<file path="config.mk">
export PLATFORM = sky130hd
export DESIGN_NAME = pio_seq
export DESIGN_NICKNAME = d
export VERILOG_FILES = /design/src/rtl/pio_seq_pkg.sv /design/src/rtl/pio_tmg_sel.sv /design/src/rtl/pio_phase_ctr.sv /design/src/rtl/pio_seq_fsm.sv /design/src/rtl/pio_seq.sv
export SDC_FILE = /design/constraint.sdc
export NUM_CORES = 1
export LEC_CHECK = 0
export BUFFER_PORTS_ARGS = -buffer_cell sky130_fd_sc_hd__buf_2
export CAP_MARGIN = 20
export CORE_MARGIN = 2
export CORE_UTILIZATION = 40
export DETAILED_ROUTE_END_ITERATION = 12
export SLEW_MARGIN = 40
export SYNTH_ARGS = -nofsm -noshare
export SYNTH_HDL_FRONTEND = slang
export SYNTH_HIERARCHICAL = 1
export SYNTH_SLANG_ARGS = --single-unit
</file>
<file path="constraint.sdc">
create_clock -name clk -period 3.8 [get_ports clk]
set_input_delay 0.38 -clock clk [delete_from_list [all_inputs] [get_ports clk]]
set_output_delay 0.38 -clock clk [all_outputs]
set_load 0.05 [all_outputs]
</file>
<file path="src/rtl/pio_seq_pkg.sv">
package pio_seq_pkg;

  typedef enum logic [1:0] {
    ST_IDLE  = 2'd0,
    ST_SETUP = 2'd1,
    ST_STRB  = 2'd2,
    ST_RECOV = 2'd3
  } seq_state_t;

  // positions of the four phase values inside a timing set
  localparam int unsigned IX_SETUP = 0;
  localparam int unsigned IX_STRB  = 1;
  localparam int unsigned IX_HOLD  = 2;
  localparam int unsigned IX_RECOV = 3;
  localparam int unsigned N_PHASE  = 4;

  // a programmed zero behaves as one cycle
  function automatic logic [31:0] floor_one(input logic [31:0] v);
    return (v == 32'd0) ? 32'd1 : v;
  endfunction

  function automatic logic [31:0] larger(input logic [31:0] a, input logic [31:0] b);
    return (a > b) ? a : b;
  endfunction

  // recovery length: writes must also cover the data hold
  function automatic logic [31:0] recov_len(input logic wr, input logic [31:0] teoc,
                                            input logic [31:0] hold);
    return wr ? larger(teoc, hold) : teoc;
  endfunction

endpackage

</file>
<file path="src/rtl/pio_tmg_sel.sv">
module pio_tmg_sel
  import pio_seq_pkg::*;
#(
  parameter int TW = 8
) (
  input  logic                        use_data,
  input  logic [N_PHASE-1:0][TW-1:0]  reg_set,
  input  logic [N_PHASE-1:0][TW-1:0]  dat_set,
  output logic [N_PHASE-1:0][TW-1:0]  eff_set
);

  for (genvar g = 0; g < N_PHASE; g++) begin : g_phase
    logic [TW-1:0] raw;
    assign raw        = use_data ? dat_set[g] : reg_set[g];
    assign eff_set[g] = TW'(floor_one(32'(raw)));
  end

endmodule

</file>
<file path="src/rtl/pio_phase_ctr.sv">
module pio_phase_ctr #(
  parameter int W = 8
) (
  input  logic         clk,
  input  logic         rst_n,
  input  logic         load,
  input  logic [W-1:0] load_val,
  input  logic         dec_en,
  output logic [W-1:0] cnt,
  output logic         zero
);

  assign zero = (cnt == '0);

  always_ff @(posedge clk or negedge rst_n) begin
    if (!rst_n)               cnt <= '0;
    else if (load)            cnt <= load_val;
    else if (dec_en && !zero) cnt <= cnt - 1'b1;
  end

endmodule

</file>
<file path="src/rtl/pio_seq_fsm.sv">
module pio_seq_fsm
  import pio_seq_pkg::*;
(
  input  seq_state_t state,
  input  logic       req_valid,
  input  logic       phase_zero,
  input  logic       iordy,
  input  logic       wait_hit,
  output seq_state_t nxt_state,
  output logic       accept,
  output logic       strb_begin,
  output logic       strb_end,
  output logic       strb_timeout,
  output logic       wait_step,
  output logic       recov_end
);

  always_comb begin
    nxt_state    = state;
    accept       = 1'b0;
    strb_begin   = 1'b0;
    strb_end     = 1'b0;
    strb_timeout = 1'b0;
    wait_step    = 1'b0;
    recov_end    = 1'b0;
    unique case (state)
      ST_IDLE: begin
        if (req_valid) begin
          accept    = 1'b1;
          nxt_state = ST_SETUP;
        end
      end
      ST_SETUP: begin
        if (phase_zero) begin
          strb_begin = 1'b1;
          nxt_state  = ST_STRB;
        end
      end
      ST_STRB: begin
        if (phase_zero) begin
          if (iordy) begin
            strb_end  = 1'b1;
            nxt_state = ST_RECOV;
          end else if (wait_hit) begin
            strb_end     = 1'b1;
            strb_timeout = 1'b1;
            nxt_state    = ST_RECOV;
          end else begin
            wait_step = 1'b1;
          end
        end
      end
      ST_RECOV: begin
        if (phase_zero) begin
          recov_end = 1'b1;
          nxt_state = ST_IDLE;
        end
      end
      default: nxt_state = ST_IDLE;
    endcase
  end

endmodule

</file>
<file path="src/rtl/pio_seq.sv">
module pio_seq
  import pio_seq_pkg::*;
#(
  parameter int TW = 8,
  parameter int WW = 8,
  parameter int AW = 5,
  parameter int DW = 16
) (
  input  logic          clk,
  input  logic          rst_n,
  input  logic          req_valid,
  output logic          req_ready,
  input  logic          req_write,
  input  logic          req_is_data,
  input  logic [AW-1:0] req_addr,
  input  logic [DW-1:0] req_wdata,
  input  logic [TW-1:0] reg_t1,
  input  logic [TW-1:0] reg_t2,
  input  logic [TW-1:0] reg_t4,
  input  logic [TW-1:0] reg_teoc,
  input  logic [TW-1:0] dat_t1,
  input  logic [TW-1:0] dat_t2,
  input  logic [TW-1:0] dat_t4,
  input  logic [TW-1:0] dat_teoc,
  input  logic [WW-1:0] wait_limit,
  output logic          rsp_done,
  output logic          rsp_err,
  output logic [DW-1:0] rsp_rdata,
  output logic [AW-1:0] dev_addr,
  output logic          dev_rd_n,
  output logic          dev_wr_n,
  output logic [DW-1:0] dev_data_out,
  output logic          dev_data_oe,
  input  logic [DW-1:0] dev_data_in,
  input  logic          dev_iordy
);

  // ---------------- timing set selection ----------------
  logic [N_PHASE-1:0][TW-1:0] reg_set, dat_set, sel_set;
  assign reg_set[IX_SETUP] = reg_t1;
  assign reg_set[IX_STRB]  = reg_t2;
  assign reg_set[IX_HOLD]  = reg_t4;
  assign reg_set[IX_RECOV] = reg_teoc;
  assign dat_set[IX_SETUP] = dat_t1;
  assign dat_set[IX_STRB]  = dat_t2;
  assign dat_set[IX_HOLD]  = dat_t4;
  assign dat_set[IX_RECOV] = dat_teoc;

  pio_tmg_sel #(.TW(TW)) u_sel (
    .use_data (req_is_data),
    .reg_set  (reg_set),
    .dat_set  (dat_set),
    .eff_set  (sel_set)
  );

  // ---------------- state and latched request ----------------
  seq_state_t    state, nxt_state;
  logic          cur_write;
  logic [TW-1:0] cur_t2, cur_t4, cur_teoc;
  logic [DW-1:0] cur_wdata;

  // named internal events
  logic accept_w, strb_begin_w, strb_end_w, strb_timeout_w, wait_step_w, recov_end_w;
  logic phase_zero_w, wait_hit_w;

  pio_seq_fsm u_fsm (
    .state        (state),
    .req_valid    (req_valid),
    .phase_zero   (phase_zero_w),
    .iordy        (dev_iordy),
    .wait_hit     (wait_hit_w),
    .nxt_state    (nxt_state),
    .accept       (accept_w),
    .strb_begin   (strb_begin_w),
    .strb_end     (strb_end_w),
    .strb_timeout (strb_timeout_w),
    .wait_step    (wait_step_w),
    .recov_end    (recov_end_w)
  );

  always_ff @(posedge clk or negedge rst_n) begin
    if (!rst_n) begin
      state     <= ST_IDLE;
      cur_write <= 1'b0;
      cur_t2    <= '0;
      cur_t4    <= '0;
      cur_teoc  <= '0;
      cur_wdata <= '0;
      dev_addr  <= '0;
    end else begin
      state <= nxt_state;
      if (accept_w) begin
        cur_write <= req_write;
        cur_t2    <= sel_set[IX_STRB];
        cur_t4    <= sel_set[IX_HOLD];
        cur_teoc  <= sel_set[IX_RECOV];
        cur_wdata <= req_wdata;
        dev_addr  <= req_addr;
      end
    end
  end

  // ---------------- phase counter ----------------
  logic [TW-1:0] recov_cycles_w;
  logic [TW-1:0] phase_load_val;
  logic          phase_load;
  logic [TW-1:0] phase_cnt;

  assign recov_cycles_w = TW'(recov_len(cur_write, 32'(cur_teoc), 32'(cur_t4)));

  always_comb begin
    phase_load     = 1'b0;
    phase_load_val = '0;
    if (accept_w) begin
      phase_load     = 1'b1;
      phase_load_val = sel_set[IX_SETUP] - 1'b1;
    end else if (strb_begin_w) begin
      phase_load     = 1'b1;
      phase_load_val = cur_t2 - 1'b1;
    end else if (strb_end_w) begin
      phase_load     = 1'b1;
      phase_load_val = recov_cycles_w - 1'b1;
    end
  end

  pio_phase_ctr #(.W(TW)) u_phase (
    .clk      (clk),
    .rst_n    (rst_n),
    .load     (phase_load),
    .load_val (phase_load_val),
    .dec_en   (state != ST_IDLE),
    .cnt      (phase_cnt),
    .zero     (phase_zero_w)
  );

  // ---------------- ready-wait extension counter ----------------
  logic [WW-1:0] wait_cnt;
  assign wait_hit_w = (wait_cnt == wait_limit);

  always_ff @(posedge clk or negedge rst_n) begin
    if (!rst_n)           wait_cnt <= '0;
    else if (accept_w)    wait_cnt <= '0;
    else if (wait_step_w) wait_cnt <= wait_cnt + 1'b1;
  end

  // ---------------- write data hold counter ----------------
  logic [TW-1:0] hold_cnt;
  logic          hold_zero_w;

  pio_phase_ctr #(.W(TW)) u_hold (
    .clk      (clk),
    .rst_n    (rst_n),
    .load     (strb_end_w),
    .load_val (cur_write ? cur_t4 : '0),
    .dec_en   (state == ST_RECOV),
    .cnt      (hold_cnt),
    .zero     (hold_zero_w)
  );

  // ---------------- device side outputs ----------------
  logic strobe_on_w;
  assign strobe_on_w  = (state == ST_STRB);
  assign dev_rd_n     = !(strobe_on_w && !cur_write);
  assign dev_wr_n     = !(strobe_on_w && cur_write);
  assign dev_data_out = cur_wdata;
  assign dev_data_oe  = cur_write && (strobe_on_w || !hold_zero_w);
  assign req_ready    = (state == ST_IDLE);

  // ---------------- response ----------------
  always_ff @(posedge clk or negedge rst_n) begin
    if (!rst_n) begin
      rsp_done  <= 1'b0;
      rsp_err   <= 1'b0;
      rsp_rdata <= '0;
    end else begin
      rsp_done <= strb_end_w;
      rsp_err  <= strb_timeout_w;
      if (strb_end_w && !cur_write) rsp_rdata <= dev_data_in;
    end
  end

endmodule

</file>
# Word level (Yosys, flattened, before mapping)
# Index checks and enable logic that the tools add are counted.
op_classes:
  muxes: 45
  n_addsub: 6
  reduce_logical: 24
  eq_ne: 9
  magnitude_cmp: 1
ops:
  columns: ["cell", "n"]
  rows:
  - ["two-way mux 8 bit", 20]
  - ["logical NOT 8 bit", 6]
  - ["subtractor 8 x 1 -> 8 bit (second input constant)", 5]
  - ["two-way mux 1 bit", 18]
  - ["two-way mux 2 bit", 6]
  - ["adder 8 x 1 -> 8 bit (second input constant)", 1]
  - ["equality test 8 bit", 1]
  - ["greater-than comparator 8 bit", 1]
  - ["one-hot mux 2 bit (4 select lines)", 1]
  - ["nonzero test 2 bit", 4]
  - ["logical AND 1 bit", 6]
  - ["logical NOT 1 bit", 5]
  - ["AND reduction 5 bit", 1]
  - ["equality test 2 bit (second input constant)", 2]
  - ["inequality test 2 x 1 -> 1 bit (second input constant)", 2]
  - ["inequality test 2 bit (second input constant)", 2]
  - ["inequality test 3 x 2 -> 1 bit (second input constant)", 1]
  - ["equality test 2 x 1 -> 1 bit (second input constant)", 1]
  - ["logical NOT 2 bit", 1]
  - ["logical OR 1 bit", 1]
totals:
  in_bits: 115
  output_inout_bits: 43
  reg_bits: 90

# Longest topological paths before layout
# Gate-level depths: netlist of the first run.
depth:
  word_depth: 9
  depth_mapped: 17
  ltp_nobuf: 16

# Hierarchy
# Netlist of the first run, hierarchy kept.
modules_own_cells:
  columns: ["mod", "instances", "area_per_inst_um2", "cells_each", "seq_area_each_um2"]
  rows:
  - ["pio_seq", 1, 3761.1, 339, 1851.8]
  - ["pio_phase_ctr", 2, 528.0, 58, 200.2]
  - ["pio_tmg_sel", 1, 580.6, 69, 0.0]
  - ["pio_seq_fsm", 1, 83.8, 13, 0.0]

# Worst setup path after synthesis of the first run
# Ideal clock, no wire load.
synth_path:
  path_kind: "register to register"
  from: "register u_phase.cnt[0]"
  to: "register rsp_rdata[10]"
  stages_incl_launch_ff: 11
  setup_slack_ns: 0.842
  n_path_buf: 2
  t_arrival_ns: 2.833
  setup_ns: 0.125
  cell_sequence: "dfrtp_1 > inv_1 > ha_1 > or3b_2 > nor2_1 > nand3b_1 > nor2_1 > nor2b_1 > clkbuf_1 > buf_2 > mux2_2"
synth_between:
  elab_chain_cells: 4
synth_lines:
  columns: ["item", "line_no", "rtl"]
  rows:
  - ["from (decl)", "pio_phase_ctr.sv:9", "output logic [W-1:0] cnt,"]
  - ["from (signal assigned)", "pio_phase_ctr.sv:17", "else if (load) cnt <= load_val;"]
  - ["from (signal assigned)", "pio_phase_ctr.sv:18", "else if (dec_en && !zero) cnt <= cnt - 1'b1;"]
  - ["logical NOT 8 bit", "pio_phase_ctr.sv:13", "assign zero = (cnt == '0);"]
  - ["named net phase_zero_w", "pio_seq.sv:64", "logic phase_zero_w, wait_hit_w;"]
  - ["two-way mux 1 bit", "pio_seq_fsm.sv:40", "if (phase_zero) begin"]
  - ["two-way mux 1 bit", "pio_seq_fsm.sv:26", "unique case (state)"]
  - ["named net strb_end_w", "pio_seq.sv:63", "logic accept_w, strb_begin_w, strb_end_w, strb_timeout_w, wait_step_w, recov_end_w;"]
  - ["logical AND 1 bit", "pio_seq.sv:178", "if (strb_end_w && !cur_write) rsp_rdata <= dev_data_in;"]
  - ["to (signal assigned)", "pio_seq.sv:178", null]
  - ["to (decl)", "pio_seq.sv:28", "output logic [DW-1:0] rsp_rdata,"]
# The timed path passes the listed nets, and every way through them passes these cells.
# A chain may end at the register's enable or synchronous reset.

# Final worst setup path of the first run
layout_path:
  from: "register u_phase.cnt[0]"
  to: "register u_phase.cnt[7]"
layout_between:
  word_cells_on_any_way: 17
layout_lines:
  columns: ["item", "line_no", "rtl"]
  rows:
  - ["logical NOT 8 bit *", "pio_phase_ctr.sv:13", null]
  - ["named net phase_zero_w", "pio_seq.sv:64", null]
  - ["two-way mux 1 bit *", "pio_seq_fsm.sv:34", "if (phase_zero) begin"]
  - ["two-way mux 1 bit *", "pio_seq_fsm.sv:26", null]
  - ["named net strb_begin_w", "pio_seq.sv:63", null]
  - ["two-way mux 1 bit *", "pio_seq.sv:117", "end else if (strb_begin_w) begin"]
  - ["two-way mux 1 bit *", "pio_seq.sv:114", "if (accept_w) begin"]
  - ["named net phase_load", "pio_seq.sv:106", "logic phase_load;"]
  - ["two-way mux 8 bit / nonzero test 2 bit (equally long branches)", null, null]
# The timed path passes the listed nets; every way through them passes the cells marked *. The select of a mux whose other input is x is not followed.

==> metrics.yaml, run 1 <==
worst_setup_path:
  cp.required_ns: 4.02
  startpoint_type: "flop"
  cp.arrival_ns: 3.52
  r2r_cells: 10
  criticalPathCategory: "reg2reg"
  cp_max_fo: 14
  cp-end-kind: "flop"
logic_synthesis:
  yosysWarningCount: 6
  synth_cells: 536
  syn_area_mm2: 0.00547
  synth_fp_nets: 667
  syn_area_per_cell_um2: 10.2
routing:
  drc: 0
  avgViaCountPerCell: 5.29
  firstDrtPassIters: 4
  avgRoutedWirePerCell_um: 14.7
  ant_nets: 0
  route.vias.total: 4610
  drt-total-wl_um: 12800
  drtIter0Drc: 270
place:
  dp_hpwl_um: 9730
  portBuffers: 157
  gp_congestion: 0.858
clocking:
  clkTransAtPathRegs_ns: 0.07
  clock_sinks: 90
  cts.path.max_buffers: 2
  cts_inserted_buffers: 9
  cts_root_buffer: "clkbuf_16"
  post_cts_resized: 0
  cts_tree: "yes"
  hold_buffers: 0
  clk_latency_ns: 0.34
  cts_setup_buffers: 0
  cts.htree.levels: 3
power_and_ir_drop:
  p_leak_nw: 3.10
  powerDensity_mw_per_mm2: 741
  peakVddDrop_mv: 0.588
sta:
  final-setup-viol-count: 0
  fin_skew_ns: 0.00795
  rsz0062_at_grt: "no"
  period_minus_slack_ns: 3.30
  setup_total_negative_slack_ns: 0
  max_freq_ghz: 0.303
  worstMarginPinSlew_ns: 0.675
  slew_violations: 0
  whs_ns: 0.0144
  min_period_over_period_pct: 86.8
  hold_violations: 0
  slew_headroom_pct: 54.9
global_route:
  grt-ovfl-total: 0
  grt_max_degree: 61
  grt_pass1_wl_um: 21100
  grt_pass1_vias: 4530
  antenna_found_initial: 0
  grt_usage_pct: 17.8
die:
  dieWidth_um: 121
  start_util_pct: 41.2
  rows: 42
  die_h_um: 121
  io_pins: 158
  die_area_mm2: 0.0146
  core_area_mm2: 0.0133
layout:
  drive_gt1_share_pct: 38.8
  nets: 821
  syn_to_final_growth_pct: 24.0
  antennaDiodeCount: 0
hold_path:
  min_path_type: "in2async"
run:
  drv_cap: 0
status:
  status: "finished, final reports clean"
-- sequential cells by signal, summed over array words and instances (netlist names) --
register and flops:
cur_t2 8, cur_t4 8, cur_teoc 8, cur_write 1, dev_addr 5, dev_data_out 16
rsp_done 1, rsp_err 1, rsp_rdata 16, state 2, u_hold/cnt 8, u_phase/cnt 8
wait_cnt 8
-- routing by layer --
layer  vias up  GRT usage (%)  part of all wire, %
met4         0           4.65                  1.5
met5         -              0                    0
li1       2252              -                    -
met1      2240           21.9                   43
met3        17           3.05                  3.6
met2       101           32.0                   52
-- metrics by stage --
| stage | worst slack [ns] | total power [mW] | cell area [µm²] | std cells | utilization [%] |
|---|---|---|---|---|---|
| finish | 0.500 | 5.03 | 6790 | 871 | 51.1 |
| global route | 0.196 | 5.40 | 6790 | 871 | 51.1 |
| CTS | 0.486 | 5.07 | 6790 | 871 | 51.0 |
| detailed placement | 0.489 | 4.00 | 6440 | 855 | 48.4 |
| global placement | 0.670 | 3.94 | 6440 | 855 | 48.4 |
| floorplan | 0.869 | 3.40 | 5470 | 536 | - |
-- final cells by class --
class	count	area (µm²)
multi-input combinational	402	3030
inverter	22	82.6
sequential	90	2250
timing repair buffer	165	852
clock inverter	7	124
clock buffer	9	225
fill	1253	6510
tap	176	220
-- path summary, 6_finish.rpt --
path / from / end / slack [ns]
worst min-delay path: rst_n / cur_t4[3]$_DFFE_PN0P_ / 0.01
worst max register to register: u_phase/cnt[0]$_DFFE_PN0P_ / u_phase/cnt[7]$_DFFE_PN0P_ / 0.50
worst max-delay path: u_phase/cnt[0]$_DFFE_PN0P_ / u_phase/cnt[7]$_DFFE_PN0P_ / 0.50
worst min register to register: rsp_rdata[6]$_DFFE_PN0P_ / rsp_rdata[6]$_DFFE_PN0P_ / 0.50
min in group clk: dev_iordy / rsp_err$_DFF_PN0_ / 0.24
max in group asynchronous: rst_n / u_phase/cnt[5]$_DFFE_PN0P_ / 2.97
-- placed cells by master, fill, tap and decap left out, types with 3 or more instances in the layout --
master and n:
nor4_1 9, nor3_1 22, a22oi_1 4, buf_4 8
nand4_1 10, and2_1 9, bufinv_16 3, mux2i_1 8
inv_1 20, mux2_4 3, dfrtp_1 90, a21oi_1 19
nand2_1 36, nor3b_1 7, or3_1 4, nand3_1 7
or4_1 6, o221ai_1 6, o31ai_1 7, nor2b_1 5
ha_1 16, nor2_1 43, xor2_1 13, a221o_1 4
o211a_1 3, a31oi_1 4, clkbuf_16 9, o21ai_0 20
xnor2_1 24, buf_2 156, mux2_2 75
-- critical path: stages (launching register included) --
cell	delay (ns)
dfrtp_1	0.40
inv_1	0.11
ha_1	0.20
or3b_2	0.49
nor2_1	0.25
nand2_1	0.15
nor2_1	0.29
or3_1	0.43
clkinv_1	0.37
o311a_1	0.24
a221o_1	0.26
-- report_power, final --
group	switching (mW)	total (mW)	internal, mW
clock	0.391	1.04	0.649
combinational	1.37	2.29	0.915
sequential	0.382	1.70	1.32
total	2.15	5.03	2.88
Power figures use the tool's default switching activity.
==> run 2: changes to the inputs <==
--- a/config.mk
+++ b/config.mk
@@ -13,5 +13,4 @@
 export SLEW_MARGIN = 40
 export SYNTH_ARGS = -nofsm -noshare
 export SYNTH_HDL_FRONTEND = slang
-export SYNTH_HIERARCHICAL = 1
 export SYNTH_SLANG_ARGS = --single-unit
==> run 2 against run 1 <==
Effect of this change:
- sequential power is 43% lower
- synthesized cell count is 11% higher
- largest cell class unchanged
- cell count is 6.1% higher
- combinational power is 91% lower
- critical endpoint is now u_phase.cnt[6]$_DFFE_PN0P_
- die area is 1.9% lower
- area after synthesis is 2.0% lower
- maximum frequency is 0.69% lower
==> metrics.yaml, run 2 <==
logic_synthesis:
  synth_compound_area_share_pct: 14.0
  synth.area.top_cells: "dfrtp_1, nand2_1, mux2i_1"
  yosysMostFrequentCell: "nand2_1"
  ys_types: 59
  synth_edf_count: 0
  synth_cells: 593  # was 536
  synthXorXnorAreaFrac_pct: 5.39
  yosysTopAreaCellShare_pct: 42.0
  synth_fp_nets: 727  # was 667
  syn_area_mm2: 0.00537  # was 0.00547 mm²
  synth_flop_cell: "dfrtp_1"
  synthMuxAreaShare_pct: 9.91
  synth_fa_ha_area_share_pct: 4.43
  async_reset_ff_share_pct: 100
  synth_top_family_by_area: "simple AND/OR/NAND/NOR gates"
  yosys.area.top_type: "dfrtp_1"
  ys_seq_elements: 90
  yosysWarningCount: 0  # was 6
  yosysSeqAreaShare_pct: 42.0
  syn_area_per_cell_um2: 9.05  # was 10.2 µm²
  synth-simple-area-share_pct: 20.8
  synthTopCellsByCount: "nand2_1, dfrtp_1, nor2_1, o21ai_0"
worst_setup_path:
  cp.arrival_ns: 3.54  # was 3.52 ns
  cp.required_ns: 4.01  # was 4.02 ns
  cp-end-kind: "flop"  # unchanged
  startpoint_type: "flop"  # unchanged
  cp_max_fo: 5  # was 14
  criticalPathCategory: "reg2reg"  # unchanged
die:
  die_area_mm2: 0.0144  # was 0.0146 mm²
  start_util_pct: 40.7  # was 41.2%
  core_area_mm2: 0.0132  # was 0.0133 mm²
  die_h_um: 120  # was 121 µm
  io_pins: 158  # unchanged
  rows: 42  # unchanged
  dieWidth_um: 120  # was 121 µm
layout:
  nets: 877  # was 821
  drive_gt1_share_pct: 27.3  # was 38.8%
  final_common_cell: "buf_2"  # unchanged
  antennaDiodeCount: 0  # unchanged
  final_cell_mix: "buf_2, nand2_1, dfrtp_1, nor2_1, o21ai_0"  # was buf_2, dfrtp_1, mux2_2, nor2_1, nand2_1
  syn_to_final_growth_pct: 23.7  # was 24.0%
status:
  status: "finished, final reports clean"  # unchanged
global_route:
  grt_pass1_wl_um: 23300  # was 21100 µm
  top_usage_layer: "met2"  # unchanged
  met1_usage_pct: 27.1  # was 21.9%
  grt-ovfl-total: 0  # unchanged
  antenna_found_initial: 0  # unchanged
  grt_usage_pct: 20.2  # was 17.8%
  grt_pass1_vias: 4828  # was 4530
  grt_max_degree: 75  # was 61
  grt_use_met3_pct: 4.66  # was 3.05%
  grtUsageMet2_pct: 32.6  # was 32.0%
routing:
  firstDrtPassIters: 6  # was 4
  drt-total-wl_um: 14000  # was 12800 µm
  drtIter0Drc: 220  # was 270
  drc: 0  # unchanged
  ant_nets: 0  # unchanged
  avgViaCountPerCell: 5.26  # was 5.29
  avgRoutedWirePerCell_um: 15.1  # was 14.7 µm
  route.vias.total: 4858  # was 4610
clocking:
  clkTransAtPathRegs_ns: 0.06  # was 0.07 ns
  cts_root_buffer: "clkbuf_16"  # unchanged
  cts.htree.levels: 3  # unchanged
  cts.path.max_buffers: 2  # unchanged
  cts_setup_buffers: 0  # unchanged
  clk_latency_ns: 0.35  # was 0.34 ns
  post_cts_resized: 0  # unchanged
  hold_buffers: 0  # unchanged
  clock_sinks: 90  # unchanged
  cts_inserted_buffers: 9  # unchanged
  cts_tree: "yes"  # unchanged
sta:
  hold_violations: 0  # unchanged
  final-setup-viol-count: 0  # unchanged
  slew_violations: 0  # unchanged
  period_minus_slack_ns: 3.32  # was 3.30 ns
  setup_total_negative_slack_ns: 0  # unchanged
  whs_ns: 0.0386  # was 0.0144 ns
  fin_skew_ns: 0.00717  # was 0.00795 ns
  max_freq_ghz: 0.301  # was 0.303 GHz
  worstMarginPinSlew_ns: 0.755  # was 0.675 ns
  slew_headroom_pct: 49.4  # was 54.9%
  min_period_over_period_pct: 87.4  # was 86.8%
  rsz0062_at_grt: "no"  # unchanged
power_and_ir_drop:
  peakVddDrop_mv: 0.220  # was 0.588 mV
  p_total_mw: 2.11  # was 5.03 mW
  p_leak_nw: 3.35  # was 3.10 nW
  powerDensity_mw_per_mm2: 318  # was 741 mW/mm²
place:
  gp_congestion: 0.868  # was 0.858
  portBuffers: 157  # unchanged
  dp_hpwl_um: 10800  # was 9730 µm
hold_path:
  min_path_type: "in2async"  # unchanged
run:
  drv_cap: 0  # unchanged
## run 2: changes by cell type in the layout (fill, tap and decap cells not counted), sizes merged, moves of 10 or more
cell,before,now
o21ai,22,45
mux2i,8,34
xnor2,24,14
mux2,80,17
nand2,36,110
a21oi,19,35
## run 2: cell families (layout without fill, tap and decap cells)
logic type | count (synthesis) | count (layout)
compound gates | 122 | 122
fa+ha+maj | 19 | 19
simple gates | 233 | 233
xor+xnor | 33 | 33
buf+inv | 45 | 200
flops | 90 | 90
mux | 51 | 51
## run 2: critical path, stage by stage, from the launching register on
cell and delay [ns]:
dfrtp_1 0.42, inv_1 0.09, ha_1 0.32, a211oi_1 0.24
nor2_1 0.11, o31ai_2 0.45, mux2i_1 0.35, ha_1 0.30
or4bb_1 0.52, xnor2_1 0.13, o21ai_0 0.17, o21ai_0 0.09
## run 2: layer usage
metal / part of all wire, % / routed length, µm / vias to the layer above
met5: 0 / 0 / -
met3: 5.8 / 806 / 16
met1: 46 / 6380 / 2311
met2: 47 / 6570 / 137
met4: 1.5 / 206 / 0
li1: - / - / 2394
## run 2: layout make-up
cell class	instances	area [µm²]
Fill cell	1276	6550
Clock inverter	6	70.1
Sequential cell	90	2250
Clock buffer	10	239
Inverter	20	75.1
Tap cell	176	220
Multi-Input combinational cell	458	2930
Timing Repair Buffer	164	848
## run 2: where the power goes
group / internal, mW / total, mW / leakage (nW) / switching, mW
logic: 0.0880 / 0.214 / 1.98 / 0.126
clock network: 0.535 / 0.923 / 0.154 / 0.388
registers: 0.968 / 0.973 / 1.21 / 0.00528
## run 2: path summary, 6_finish.rpt
| kind | from | end | slack [ns] | cells past startpoint |
|---|---|---|---|---|
| max | cur_t4[5]$_DFFE_PN0P_ | u_phase.cnt[6]$_DFFE_PN0P_ | 0.48 | 11 |
| min | rst_n | rsp_rdata[3]$_DFFE_PN0P_ | 0.04 | 1 |
| max reg2reg | cur_t4[5]$_DFFE_PN0P_ | u_phase.cnt[6]$_DFFE_PN0P_ | 0.48 | 11 |
| min reg2reg | dev_data_out[9]$_DFFE_PN0P_ | dev_data_out[9]$_DFFE_PN0P_ | 0.47 | 2 |
| max in group asynchronous | rst_n | dev_data_out[12]$_DFFE_PN0P_ | 3.03 | 2 |
| min in group clk | req_wdata[6] | dev_data_out[6]$_DFFE_PN0P_ | 0.22 | 3 |
## run 2: stage by stage
stage	util [%]	setup WS, ns	instances	instance area, µm²
6_report	50.3	0.477	924	6640
2_1_floorplan	-	0.592	593	5370
4_1_cts	50.2	0.322	923	6620
3_3_place_gp	47.8	0.597	907	6310
3_5_place_dp	47.9	0.331	907	6310
5_1_grt	50.3	0.250	924	6640
==> run 3: changes to the inputs <==
--- a/config.mk
+++ b/config.mk
@@ -5,6 +5,7 @@
 export SDC_FILE = /design/constraint.sdc
 export NUM_CORES = 1
 export LEC_CHECK = 0
+export ABC_AREA = 1
 export BUFFER_PORTS_ARGS = -buffer_cell sky130_fd_sc_hd__buf_2
 export CAP_MARGIN = 20
 export CORE_MARGIN = 2
==> run 3 against run 2 <==
Effect of this change:
- sequential power decreased by 2%
- die area grew 1.4%
- via count up 0.60%
- maximum frequency up 28%
- flip-flop and latch count is the same
==> metrics.yaml, run 3 <==
sta:
  slew_headroom_pct: 52.6  # was 49.4%
  setup_total_negative_slack_ns: 0  # unchanged
  fin_skew_ns: 0.00553  # was 0.00717 ns
  final-setup-viol-count: 0  # unchanged
  worstMarginPinSlew_ns: 0.710  # was 0.755 ns
  rsz0062_at_grt: "no"  # unchanged
  max_freq_ghz: 0.385  # was 0.301 GHz
  period_minus_slack_ns: 2.60  # was 3.32 ns
  hold_violations: 0  # unchanged
  slew_violations: 0  # unchanged
  min_period_over_period_pct: 68.4  # was 87.4%
global_route:
  grt_usage_pct: 20.6  # was 20.2%
  grt_pass1_vias: 4987  # was 4828
  grt_pass1_wl_um: 23900  # was 23300 µm
  antenna_found_initial: 0  # unchanged
  grt_max_degree: 74  # was 75
  grt-ovfl-total: 0  # unchanged
logic_synthesis:
  ys_seq_elements: 90  # unchanged
  syn_area_mm2: 0.00544  # was 0.00537 mm²
  yosysWarningCount: 0  # unchanged
  synthTopCellsByCount: "nand2_1, dfrtp_1, inv_1, o21ai_0, nor2_1"  # was nand2_1, dfrtp_1, nor2_1, o21ai_0
  synth_cells: 666  # was 593
  synth.area.top_cells: "dfrtp_1, nand2_1, o21ai_0"  # was dfrtp_1, nand2_1, mux2i_1
  yosysSeqAreaShare_pct: 41.4  # was 42.0%
  synth_flop_cell: "dfrtp_1"  # unchanged
  yosysMostFrequentCell: "nand2_1"  # unchanged
  ys_types: 51  # was 59
  yosysTopAreaCellShare_pct: 41.4  # was 42.0%
  yosys.area.top_type: "dfrtp_1"  # unchanged
  synth_edf_count: 0  # unchanged
  synth_fp_nets: 800  # was 727
  async_reset_ff_share_pct: 100  # unchanged
  syn_area_per_cell_um2: 8.17  # was 9.05 µm²
routing:
  drt-total-wl_um: 14300  # was 14000 µm
  avgViaCountPerCell: 4.89  # was 5.26
  avgRoutedWirePerCell_um: 14.3  # was 15.1 µm
  ant_nets: 0  # unchanged
  route.vias.total: 4887  # was 4858
  drc: 0  # unchanged
  firstDrtPassIters: 5  # was 6
  drtIter0Drc: 266  # was 220
layout:
  nFillCells: 1324  # was 1276
  final_util_pct: 50.2  # was 50.3%
  syn_to_final_growth_pct: 22.2  # was 23.7%
  drive_gt1_share_pct: 27.7  # was 27.3%
  antennaDiodeCount: 0  # unchanged
  seq_area_mm2: 0.00225  # unchanged
  nets: 952  # was 877
  final_cell_mix: "nand2_1, buf_2, dfrtp_1, inv_1, o21ai_0"  # was buf_2, nand2_1, dfrtp_1, nor2_1, o21ai_0
  multiInputGateArea_mm2: 0.00280  # was 0.00293 mm²
  final_common_cell: "nand2_1"  # was buf_2
clocking:
  clkTransAtPathRegs_ns: 0.07  # was 0.06 ns
  cts_inserted_buffers: 9  # unchanged
  hold_buffers: 0  # unchanged
  cts_setup_buffers: 0  # unchanged
  post_cts_resized: 0  # unchanged
  clock_sinks: 90  # unchanged
  cts_tree: "yes"  # unchanged
  cts.htree.levels: 3  # unchanged
  clk_latency_ns: 0.34  # was 0.35 ns
  cts.path.max_buffers: 2  # unchanged
  cts_root_buffer: "clkbuf_16"  # unchanged
die:
  die_area_mm2: 0.0146  # was 0.0144 mm²
  dieWidth_um: 121  # was 120 µm
  io_pins: 158  # unchanged
  rows: 42  # unchanged
  start_util_pct: 41.1  # was 40.7%
  core_area_mm2: 0.0132  # about the same
  die_h_um: 121  # was 120 µm
worst_setup_path:
  r2r_cells: 18  # was 11
  cp_common_cell: "nand2_1"
  cp-end-kind: "flop"  # unchanged
  path_cells: "inv_1 -> ha_1 -> nand2_1 -> nor2_1 -> nand4_1 -> nand2_4 -> nand2_4 -> nand2_1 -> o21ai_2 -> inv_1 -> ha_1 -> nand2_1 -> nor2_1 -> nand3_1 -> nand3_1 -> nand3_1 -> nand2_1 -> o211ai_1"  # was inv_1 -> ha_1 -> a211oi_1 -> nor2_1 -> o31ai_2 -> mux2i_1 -> ha_1 -> or4bb_1 -> xnor2_1 -> o21ai_0 -> o21ai_0
  criticalPathCategory: "reg2reg"  # unchanged
  cp.arrival_ns: 2.82  # was 3.54 ns
  crit_path_max_incr_delay_ns: 0.35  # was 0.52 ns
  slowest_stage: "dfrtp_1"  # was or4bb_1
  startpoint_type: "flop"  # unchanged
  r2r-end: "u_phase.cnt[6]$_DFFE_PN0P_"  # unchanged
  ff2ff_setup_slack_ns: 1.20  # was 0.48 ns
  cp_max_fo: 10  # was 5
  reg2reg_from: "cur_t4[7]$_DFFE_PN0P_"  # was cur_t4[5]$_DFFE_PN0P_
  cp.required_ns: 4.02  # was 4.01 ns
power_and_ir_drop:
  peakVddDrop_mv: 0.156  # was 0.220 mV
  p_leak_nw: 3.68  # was 3.35 nW
  powerDensity_mw_per_mm2: 293  # was 318 mW/mm²
  p_total_mw: 1.95  # was 2.11 mW
place:
  dp_hpwl_um: 11100  # was 10800 µm
  gp_congestion: 0.909  # was 0.868
  portBuffers: 157  # unchanged
status:
  status: "finished, final reports clean"  # unchanged
run:
  drv_cap: 0  # unchanged
hold_path:
  min_path_type: "in2async"  # unchanged
-- run 3: cell types whose count changed after synthesis, sizes merged, moves of 5 or more --
cell,delta
nand2,+106
inv,+48
nand3,+18
o21ai,+17
a21oi,-16
nor3,-13
nor4,-12
mux2i,-11
xor2,-10
or3,-6
nand4,+5
nor3b,-5
-- run 3: routing by layer --
metal | vias to the layer above | GRT usage [%] | wire length, µm
met5 | - | 0 | 0
met4 | 0 | 6.90 | 204
met3 | 14 | 5.52 | 1110
met2 | 158 | 33.7 | 6580
met1 | 2247 | 26.4 | 6390
li1 | 2468 | - | -
-- run 3: cell type report --
| cell class | instances | area share (%) |
|---|---|---|
| clock buffer | 11 | 3.65 |
| clock inverter | 5 | 0.564 |
| inverter | 71 | 4.10 |
| multi-input combinational | 485 | 42.1 |
| sequential | 90 | 33.9 |
| tap | 176 | 3.31 |
| timing repair buffer | 161 | 12.4 |
-- run 3: per-stage QoR --
step                std cells  hold slack (ns)  worst slack [ns]  cell area [µm²]
floorplan                 666           0.0844              1.54             5440
global placement          983            0.459              1.27             6370
detailed placement        983            0.461              1.13             6370
CTS                       999           0.0835              1.22             6650
global route              999            0.126             0.917             6650
finish                    999           0.0426              1.20             6650
-- run 3: how the worst max path moves through the flow --
| stage | startpoint | endpoint | depth (start not counted) |
|---|---|---|---|
| after global routing | cur_t4[7]$_DFFE_PN0P_ | u_phase.cnt[6]$_DFFE_PN0P_ | 18 |
| final | cur_t4[7]$_DFFE_PN0P_ | u_phase.cnt[6]$_DFFE_PN0P_ | 18 |
| after floorplan | cur_t4[7]$_DFFE_PN0P_ | u_phase.cnt[6]$_DFFE_PN0P_ | 18 |
| after CTS | cur_t4[7]$_DFFE_PN0P_ | u_phase.cnt[6]$_DFFE_PN0P_ | 18 |
| after detailed placement | req_is_data | u_phase.cnt[6]$_DFFE_PN0P_ | 16 |
| after global placement | req_is_data | u_phase.cnt[6]$_DFFE_PN0P_ | 16 |
-- run 3: critical path: cells and delay by family, from the launching register on --
family | cells | cell delay (ns)
flip-flops | 1 | 0.35
AND/OR/NAND/NOR | 12 | 1.33
buffers and inverters | 2 | 0.17
AO/OA/AOI/OAI | 2 | 0.15
adder cells (fa/ha/maj) | 2 | 0.48
-- run 3: cell families (layout without fill, tap and decap cells) --
logic type / Yosys count / after routing / share of synthesized area (%)
buffers and inverters: 91 / 248 / 7.17
DFF: 90 / 90 / 41.4
AOI/OAI and AO/OA: 103 / 103 / 11.3
muxes: 40 / 40 / 8.67
and+or+nand+nor: 304 / 304 / 24.1
adders and majority gates: 19 / 19 / 4.37
xor gates and xnor gates: 19 / 19 / 3.06
-- run 3: where the power goes --
group / internal, mW / leakage (nW) / switching [mW]
registers: 0.958 / 1.16 / 0
logic: 0.0677 / 2.40 / 0.0769
clock network: 0.465 / 0.133 / 0.384
